===== config.mk =====
export PLATFORM = sky130hd
export DESIGN_NAME = csr_ctrl_status
export DESIGN_NICKNAME = d
export VERILOG_FILES = /design/src/rtl/csr_pkg.sv /design/src/rtl/csr_sat_sticky.sv /design/src/rtl/csr_mode_field.sv /design/src/rtl/csr_irq_enable.sv /design/src/rtl/csr_ctrl_status.sv
export SDC_FILE = /design/constraint.sdc
export NUM_CORES = 1
export LEC_CHECK = 0
export ABC_AREA = 1
export BUFFER_PORTS_ARGS = -buffer_cell sky130_fd_sc_hd__buf_2
export CAP_MARGIN = 10
export CORE_UTILIZATION = 29
export CTS_CLUSTER_DIAMETER = 80
export DETAILED_ROUTE_END_ITERATION = 7
export HOLD_SLACK_MARGIN = 0.05
export PLACE_DENSITY = 0.73
export SETUP_SLACK_MARGIN = 0.5
export SLEW_MARGIN = 20
export SYNTH_ARGS = -nofsm -noshare
export SYNTH_HDL_FRONTEND = slang
export SYNTH_SLANG_ARGS = --single-unit

===== constraint.sdc =====
create_clock -name clk -period 0.8 [get_ports clk]
set_clock_uncertainty 0.15 [all_clocks]
set_input_delay 0.12 -clock clk [delete_from_list [all_inputs] [get_ports clk]]
set_output_delay 0.12 -clock clk [all_outputs]
set_load 0.02 [all_outputs]

===== src/rtl/csr_pkg.sv =====
package csr_pkg;
  localparam int unsigned WORD_W = 32;
  localparam int unsigned MODE_W = 3;
  localparam int unsigned NUM_MODE_FIELDS = 2;

  typedef struct packed {
    logic [15:0]       ident;
    logic [5:0]        pwr_ctl;
    logic              sat;
    logic              endian;
    logic [MODE_W-1:0] prog_mode;
    logic [MODE_W-1:0] data_mode;
    logic              prev_en;
    logic              glob_en;
  } csr_word_t;

  // least significant bit of each mode field, index 0 = data, 1 = program
  function automatic int unsigned mode_lsb(input int unsigned idx);
    return (idx == 0) ? 2 : 2 + MODE_W;
  endfunction
endpackage


===== src/rtl/csr_sat_sticky.sv =====
module csr_sat_sticky (
  input  logic clk,
  input  logic rst,
  input  logic sat_evt,
  input  logic clr_req,
  output logic sat_pend,
  output logic sat_q
);
  always_ff @(posedge clk) begin
    if (rst) begin
      sat_pend <= 1'b0;
      sat_q    <= 1'b0;
    end else begin
      sat_pend <= sat_evt;
      if (sat_pend)
        sat_q <= 1'b1;
      else if (clr_req)
        sat_q <= 1'b0;
    end
  end


  sat_delay_chk: assert property (@(posedge clk) disable iff (rst)
    sat_evt |=> ##1 sat_q);


  sat_prio_chk: assert property (@(posedge clk) disable iff (rst)
    (sat_pend && clr_req) |=> sat_q);


  sat_clear_chk: assert property (@(posedge clk) disable iff (rst)
    (clr_req && !sat_pend) |=> !sat_q);
endmodule


===== src/rtl/csr_mode_field.sv =====
module csr_mode_field #(
  parameter int unsigned W = 3,
  parameter logic [W-1:0] CODE_A = '0,
  parameter logic [W-1:0] CODE_B = W'(2)
) (
  input  logic         clk,
  input  logic         rst,
  input  logic         wr_ok,
  input  logic [W-1:0] wr_val,
  output logic [W-1:0] field_q
);
  logic legal;
  assign legal = (wr_val == CODE_A) || (wr_val == CODE_B);

  always_ff @(posedge clk) begin
    if (rst)
      field_q <= CODE_A;
    else if (wr_ok && legal)
      field_q <= wr_val;
  end


  mode_reserved_chk: assert property (@(posedge clk) disable iff (rst)
    (wr_ok && !legal) |=> $stable(field_q));


  mode_legal_chk: assert property (@(posedge clk) disable iff (rst)
    1'b1 |-> (field_q == CODE_A || field_q == CODE_B));
endmodule


===== src/rtl/csr_irq_enable.sv =====
module csr_irq_enable (
  input  logic clk,
  input  logic rst,
  input  logic wr_ok,
  input  logic wr_glob,
  input  logic wr_prev,
  input  logic take,
  input  logic ret,
  output logic glob_q,
  output logic prev_q
);
  always_ff @(posedge clk) begin
    if (rst) begin
      glob_q <= 1'b0;
      prev_q <= 1'b0;
    end else if (take) begin
      prev_q <= glob_q;
      glob_q <= 1'b0;
    end else if (ret) begin
      glob_q <= prev_q;
    end else if (wr_ok) begin
      glob_q <= wr_glob;
      prev_q <= wr_prev;
    end
  end


  irq_entry_chk: assert property (@(posedge clk) disable iff (rst)
    take |=> (!glob_q && prev_q == $past(glob_q)));


  irq_return_chk: assert property (@(posedge clk) disable iff (rst)
    (ret && !take) |=> (glob_q == $past(prev_q) && $stable(prev_q)));
endmodule


===== src/rtl/csr_ctrl_status.sv =====
module csr_ctrl_status #(
  parameter logic [15:0] ID_VALUE      = 16'h0203,
  parameter bit          LITTLE_ENDIAN = 1'b1
) (
  input  logic        clk,
  input  logic        rst,
  input  logic        wr_en,
  input  logic        wr_cond,
  input  logic [31:0] wr_data,
  input  logic        sat_evt,
  input  logic        irq_take,
  input  logic        irq_return,
  output logic [31:0] rd_data,
  output logic        irq_enable
);
  import csr_pkg::*;

  localparam int unsigned SAT_BIT = 9;

  logic wr_ok;
  logic sat_pend, sat_q;
  logic glob_q, prev_q;
  logic [NUM_MODE_FIELDS-1:0][MODE_W-1:0] mode_q;
  csr_word_t word;
  logic unused_wr;

  assign wr_ok     = wr_en && wr_cond;
  assign unused_wr = ^{wr_data[31:10], wr_data[8]};

  csr_sat_sticky u_sat (
    .clk      (clk),
    .rst      (rst),
    .sat_evt  (sat_evt),
    .clr_req  (wr_ok && !wr_data[SAT_BIT]),
    .sat_pend (sat_pend),
    .sat_q    (sat_q)
  );

  for (genvar g = 0; g < NUM_MODE_FIELDS; g++) begin : g_mode
    localparam int unsigned LSB = mode_lsb(g);
    csr_mode_field #(.W(MODE_W)) u_field (
      .clk     (clk),
      .rst     (rst),
      .wr_ok   (wr_ok),
      .wr_val  (wr_data[LSB +: MODE_W]),
      .field_q (mode_q[g])
    );
  end

  csr_irq_enable u_irq (
    .clk     (clk),
    .rst     (rst),
    .wr_ok   (wr_ok),
    .wr_glob (wr_data[0]),
    .wr_prev (wr_data[1]),
    .take    (irq_take),
    .ret     (irq_return),
    .glob_q  (glob_q),
    .prev_q  (prev_q)
  );

  always_comb begin
    word.ident     = ID_VALUE;
    word.pwr_ctl   = '0;
    word.sat       = sat_q;
    word.endian    = LITTLE_ENDIAN;
    word.prog_mode = mode_q[1];
    word.data_mode = mode_q[0];
    word.prev_en   = prev_q;
    word.glob_en   = glob_q;
  end

  assign rd_data    = word;
  assign irq_enable = glob_q;


  cond_false_chk: assert property (@(posedge clk) disable iff (rst)
    (wr_en && !wr_cond && !sat_pend && !irq_take && !irq_return)
      |=> $stable(rd_data));


  wr_enable_chk: assert property (@(posedge clk) disable iff (rst)
    (wr_ok && !irq_take && !irq_return) |=> (irq_enable == $past(wr_data[0])));
endmodule


Yosys cells after proc, flatten, opt, wreduce, memory -nomap -nowiden
Cells that the tools add are included.

word-level totals
  word-level logic and storage cells = 30
  flip-flop bits (word level) = 10
  input bits = 39

cells by class
  reduce and logical (&&, ||, !) cells = 14
  mux-type cells = 7
  equality and inequality tests = 3

operators with widths
  operator              number
  $mux W1               7
  $eq A3 B2 Y1 const B  2
  $logic_not A3 Y1      2
  $reduce_bool A2 Y1    3
  $logic_and A1 B1 Y1   4
  $logic_or A1 B1 Y1    2
  $ne A2 B2 Y1 const B  1
  $reduce_and A2 Y1     1
  $reduce_or A2 Y1      1
  $logic_not A1 Y1      1

Depth between registers and ports, before layout
  depth in word-level cells = 4
  depth in mapped cells = 6

Modules after synthesis
A second synthesis with hierarchy kept.

second synthesis, totals
  cell total of the unflattened synthesis = 87
  area total of the unflattened synthesis = 633.1 sq um

by module, submodules not included
  module           cells each  area an instance (sq um)  times used
  csr_mode_field   15          118.9                     2
  csr_ctrl_status  31          216.5                     1
  csr_irq_enable   18          111.4                     1
  csr_sat_sticky   8           67.6                      1

Worst setup path before layout
No wires, ideal clock.

  path kind = reg-to-output
  start point = register u_irq.glob_q
  end point = output rd_data[0]
  cell stages (with the launch flop) = 2
  path slack = -0.109 ns
  arrival time = 0.639 ns
  cells stage by stage = dfxtp_1 > buf_4

RTL lines
  element                 line                   text
  from (decl)             csr_irq_enable.sv:9    output logic glob_q,
  from (signal assigned)  csr_irq_enable.sv:20   glob_q <= prev_q;
  from (signal assigned)  csr_irq_enable.sv:22   glob_q <= wr_glob;
  to (decl)               csr_ctrl_status.sv:13  output logic [31:0] rd_data,

No word-level cell between the ends.

Final worst setup path
  start point = register g_mode[1].u_field.field_q[1]
  end point = output rd_data[6]

RTL lines
  element                 line                  text
  from (decl)             csr_mode_field.sv:10  output logic [W-1:0] field_q
  from (signal assigned)  csr_mode_field.sv:19  field_q <= wr_val;

No word-level cell between the ends.

==> impl_summary.txt <==
----------------------------------------------------
[Status]
  Run status ... finished, violations left
  Failing checks ... hold timing, setup timing

[Drt]
  Avg Vias per Cell ... 3.831
  Number of design rule violations left after detail routing ... 0
  Routed WL per cell ... 8.978 µm
  Wire length reported by the detailed router ... 1221 µm
  Overall via count from detail_route ... 521
  Number of detailed-route iterations in the first pass ... 2
  Final antenna-violating net count ... 0
  1st-iter DRT viols ... 5

[STA]
  Number of slew-limit violations in the final report ... 0
  Unrepaired setup endpoints after global routing ... yes
  Count of endpoints failing hold in the final timing report ... 8
  Time the final worst path needs with I/O delays and setup ... 1.010 ns
  Fmax achieved ... 0.9901 GHz
  Post-route worst setup slack ... -0.2100 ns
  Fraction of the cycle the final worst path needs ... 1.262
  Count of final setup violators ... 12
  Hold Slack ... -0.05520 ns

[Setup path]
  Kind of start point of the critical path ... flop
  Worst Path Class, Setup ... reg2out
  Max Fanout on Critical Path ... 2
  Max incr delay on CP ... 0.35 ns
  Master of the slowest instance on the critical path ... sky130_fd_sc_hd__dfxtp_4
  Flop-to-flop setup slack ... -0.13 ns
  Crit path launch ... g_mode[1].u_field.field_q[1]$_SDFFE_PP0P_
  Register-to-Register Path Depth ... 5
  Required time of the critical path ... 0.53 ns
  Endpoint of the worst register-to-register path ... u_irq.prev_q$_SDFFE_PP0P_
  Combined buffer and inverter count along the critical path ... 1
  Worst flop-to-flop path startpoint ... u_irq.glob_q$_SDFFE_PP0P_
  Data arrival time of the critical path ... 0.74 ns
  Cell type group with the largest total delay on the critical path ... flip-flops
  Critical path cell sequence ... buf_6
  Crit. End Element ... output port

[Logic synthesis]
  Post-synthesis cell area ... 618.1 µm²
  Mux share of post-synthesis cell area ... 0
  Number of synthesis warnings ... 0
  Share of the synthesized area in the top cell type ... 0.3239
  Mean post-synth cell area ... 7.447 µm²
  Number of distinct library cells after synthesis ... 14
  Share of synthesized cell area in full adder, half adder and majority cells ... 0
  Main combinational cell family by area after synthesis ... buffers and inverters
  Area contributors post-synth ... sky130_fd_sc_hd__dfxtp_1, sky130_fd_sc_hd__buf_4, sky130_fd_sc_hd__nor2_1, sky130_fd_sc_hd__nand2_1, sky130_fd_sc_hd__nor3_4
  Post-synthesis cell count ... 83
  Xor and xnor fraction of the mapped netlist area ... 0
  Cell type with the largest total area after synthesis ... sky130_fd_sc_hd__dfxtp_1
  Compound-Gate Fraction of Synth Area ... 0.04858
  Area share of and/or/nand/nor cells after synthesis ... 0.2571
  Synth Register Bits ... 10
  Sequential fraction of the synthesis area ... 0.3239

[Hold path]
  Endpoint with the worst hold slack ... u_sat.sat_pend$_SDFF_PP0_
  Launch instance of the worst min-delay path ... rst
  Hold WC Path Type ... in2reg
  Worst hold path cell count ... 3

[Clock network]
  CTS HTree Levels ... 1
  Clock transition at path regs ... 0.07 ns
  Clock Tree Root ... sky130_fd_sc_hd__clkbuf_4
  Later-pin clock latency in the skew report ... 0.26 ns
  Maximum clock path buffer count ... 2
  Total clock buffers created by CTS ... 3
  Clock tree from TritonCTS ... built
  Clock sinks ... 10

[Die]
  Count of boundary I/O pins ... 72
  Core region area ... 1982 µm²
  Floorplan die width ... 48.17 µm
  Row count ... 16
  Initial standard-cell utilization of the core ... 0.3119
  Vertical die dimension ... 48.17 µm
  Die footprint ... 2320 µm²

[Layout]
  Syn-to-layout area delta ... 35.22%
  Final instance area ... 835.8 µm²
  Non-filler instance count after layout ... 136
  Total Nets Final ... 149
  Number of diodes added for antenna fixing ... 0
  Fraction of final layout cells with drive strength greater than 1 ... 0.4771

[Place]
  DP Wirelength ... 885.2 µm
  Cell Count Post-Placement ... 131
  Cell Area, Placed ... 703.2 µm²
  Final RePlAce weighted congestion ... 0.7165
  PortBufs ... 25

[Power and ir drop]
  Worst vdd rail ir drop ... 0.9471 mV
  Leakage power summed over all cells ... 0.0004252 µW
  Power per unit of standard cell area ... 1366 nW/µm²

[Global routing]
  Total global routing track utilization ... 0.1149
  Wire length of the first global-routing pass ... 1745 µm
  Global route overflow ... 0
  Maximum number of pins on one net before global-route repair ... 8
  Antenna violations before repair ... 0
  Number of global-route vias before repair ... 432

[Run]
  Max-cap violations ... 0

----------------------------------------------------
==> state kept, by name (all words and copies together), names as in the netlist <==
register	cells
u_sat.sat_pend	1
u_sat.sat_q	1
u_irq.glob_q	1
u_irq.prev_q	1
g_mode.u_field.field_q	6
==> synthesized netlist by cell type <==
cell type                 count
sky130_fd_sc_hd__buf_4       26
sky130_fd_sc_hd__nor2_1      13
sky130_fd_sc_hd__nand2_1     12
sky130_fd_sc_hd__dfxtp_1     10
sky130_fd_sc_hd__inv_1        6
sky130_fd_sc_hd__nand3_1      3
sky130_fd_sc_hd__o21ai_0      3
sky130_fd_sc_hd__a21oi_1      2
sky130_fd_sc_hd__conb_1       2
sky130_fd_sc_hd__nor3_4       2
sky130_fd_sc_hd__inv_2        1
sky130_fd_sc_hd__nand2_4      1
sky130_fd_sc_hd__nand4_1      1
sky130_fd_sc_hd__o21ai_1      1
==> placed cells by master (no fill, tap or decap) <==
master,count
sky130_fd_sc_hd__conb_1,23
sky130_fd_sc_hd__buf_2,14
sky130_fd_sc_hd__buf_6,12
sky130_fd_sc_hd__nand2_1,10
sky130_fd_sc_hd__nor2_1,7
sky130_fd_sc_hd__dfxtp_4,7
sky130_fd_sc_hd__inv_1,5
sky130_fd_sc_hd__nor2_2,5
sky130_fd_sc_hd__nand3_1,3
sky130_fd_sc_hd__o21ai_1,3
sky130_fd_sc_hd__clkbuf_4,3
sky130_fd_sc_hd__nor3_4,2
sky130_fd_sc_hd__nand2_2,2
sky130_fd_sc_hd__a21oi_1,2
sky130_fd_sc_hd__dfxtp_2,2
sky130_fd_sc_hd__nand2_4,1
sky130_fd_sc_hd__nand4_1,1
sky130_fd_sc_hd__inv_2,1
sky130_fd_sc_hd__o21ai_0,1
sky130_fd_sc_hd__inv_8,1
sky130_fd_sc_hd__nor2_4,1
sky130_fd_sc_hd__clkbuf_1,1
sky130_fd_sc_hd__buf_4,1
sky130_fd_sc_hd__dfxtp_1,1
==> worst max path at each step <==
stage	end	slack (ns)	depth (start not counted)
2_1_floorplan	u_irq.prev_q$_SDFFE_PP0P_	-0.007	4
3_3_place_gp	u_irq.glob_q$_SDFFE_PP0P_	-0.1	5
3_5_place_dp	g_mode[0].u_field.field_q[1]$_SDFFE_PP0P_	-0.14	6
4_1_cts	irq_enable	-0.22	1
5_1_grt	rd_data[0]	-0.24	1
6_report	rd_data[6]	-0.21	1
==> area by class of cell <==
class                   count  area, µm²
clock buffers               4      26.28
fillers                   224       1146
well taps                  27      33.78
flip-flops and latches     10      229.0
repair buffers             27      212.7
multi-input cells          61      300.3
inverters                   7      33.78
==> cells by family after synthesis <==
group	count (synthesis)
buf+inv	33
compound gates	6
simple gates	32
flops	10
other cells	2
==> repair_timing <==
item	4_1_cts	5_1_grt
setup endpoints to repair	20	20
hold endpoints to repair	10	9
gates resized for setup	23	10
gates cloned	0	0
pin swaps	3	3
buffers inserted	1	0
==> report_power, final <==
group / total [µW] / switching [µW] / internal, µW
logic: 280 / 193 / 87.3
registers: 504 / 10.4 / 493
clock network: 358 / 166 / 192
total: 1140 / 369 / 773
==> stage by stage <==
stage / hold slack (ns) / worst slack [ns] / util / setup TNS, ns / power, µW
after floorplan: 0.03165 / -0.007135 / - / -0.01159 / 774.6
after global placement: 0.2233 / -0.09949 / 0.3548 / -0.4230 / 753.6
after detailed placement: 0.2256 / -0.1399 / 0.3548 / -0.6581 / 756.2
after CTS: -0.07908 / -0.2196 / 0.4091 / -2.295 / 1145
after global routing: -0.06066 / -0.2415 / 0.4217 / -2.577 / 1217
final: -0.05520 / -0.2100 / 0.4217 / -2.198 / 1142
==> routing by layer <==
layer  GRT usage  wire, µm  vias to the layer above
met4     0.05000         6                        0
met5           0         0                        -
met2      0.2027       666                       33
met3     0.05926       124                        2
li1            -         -                      257
met1      0.1111       423                      229
(Power assumes the default switching activity.)
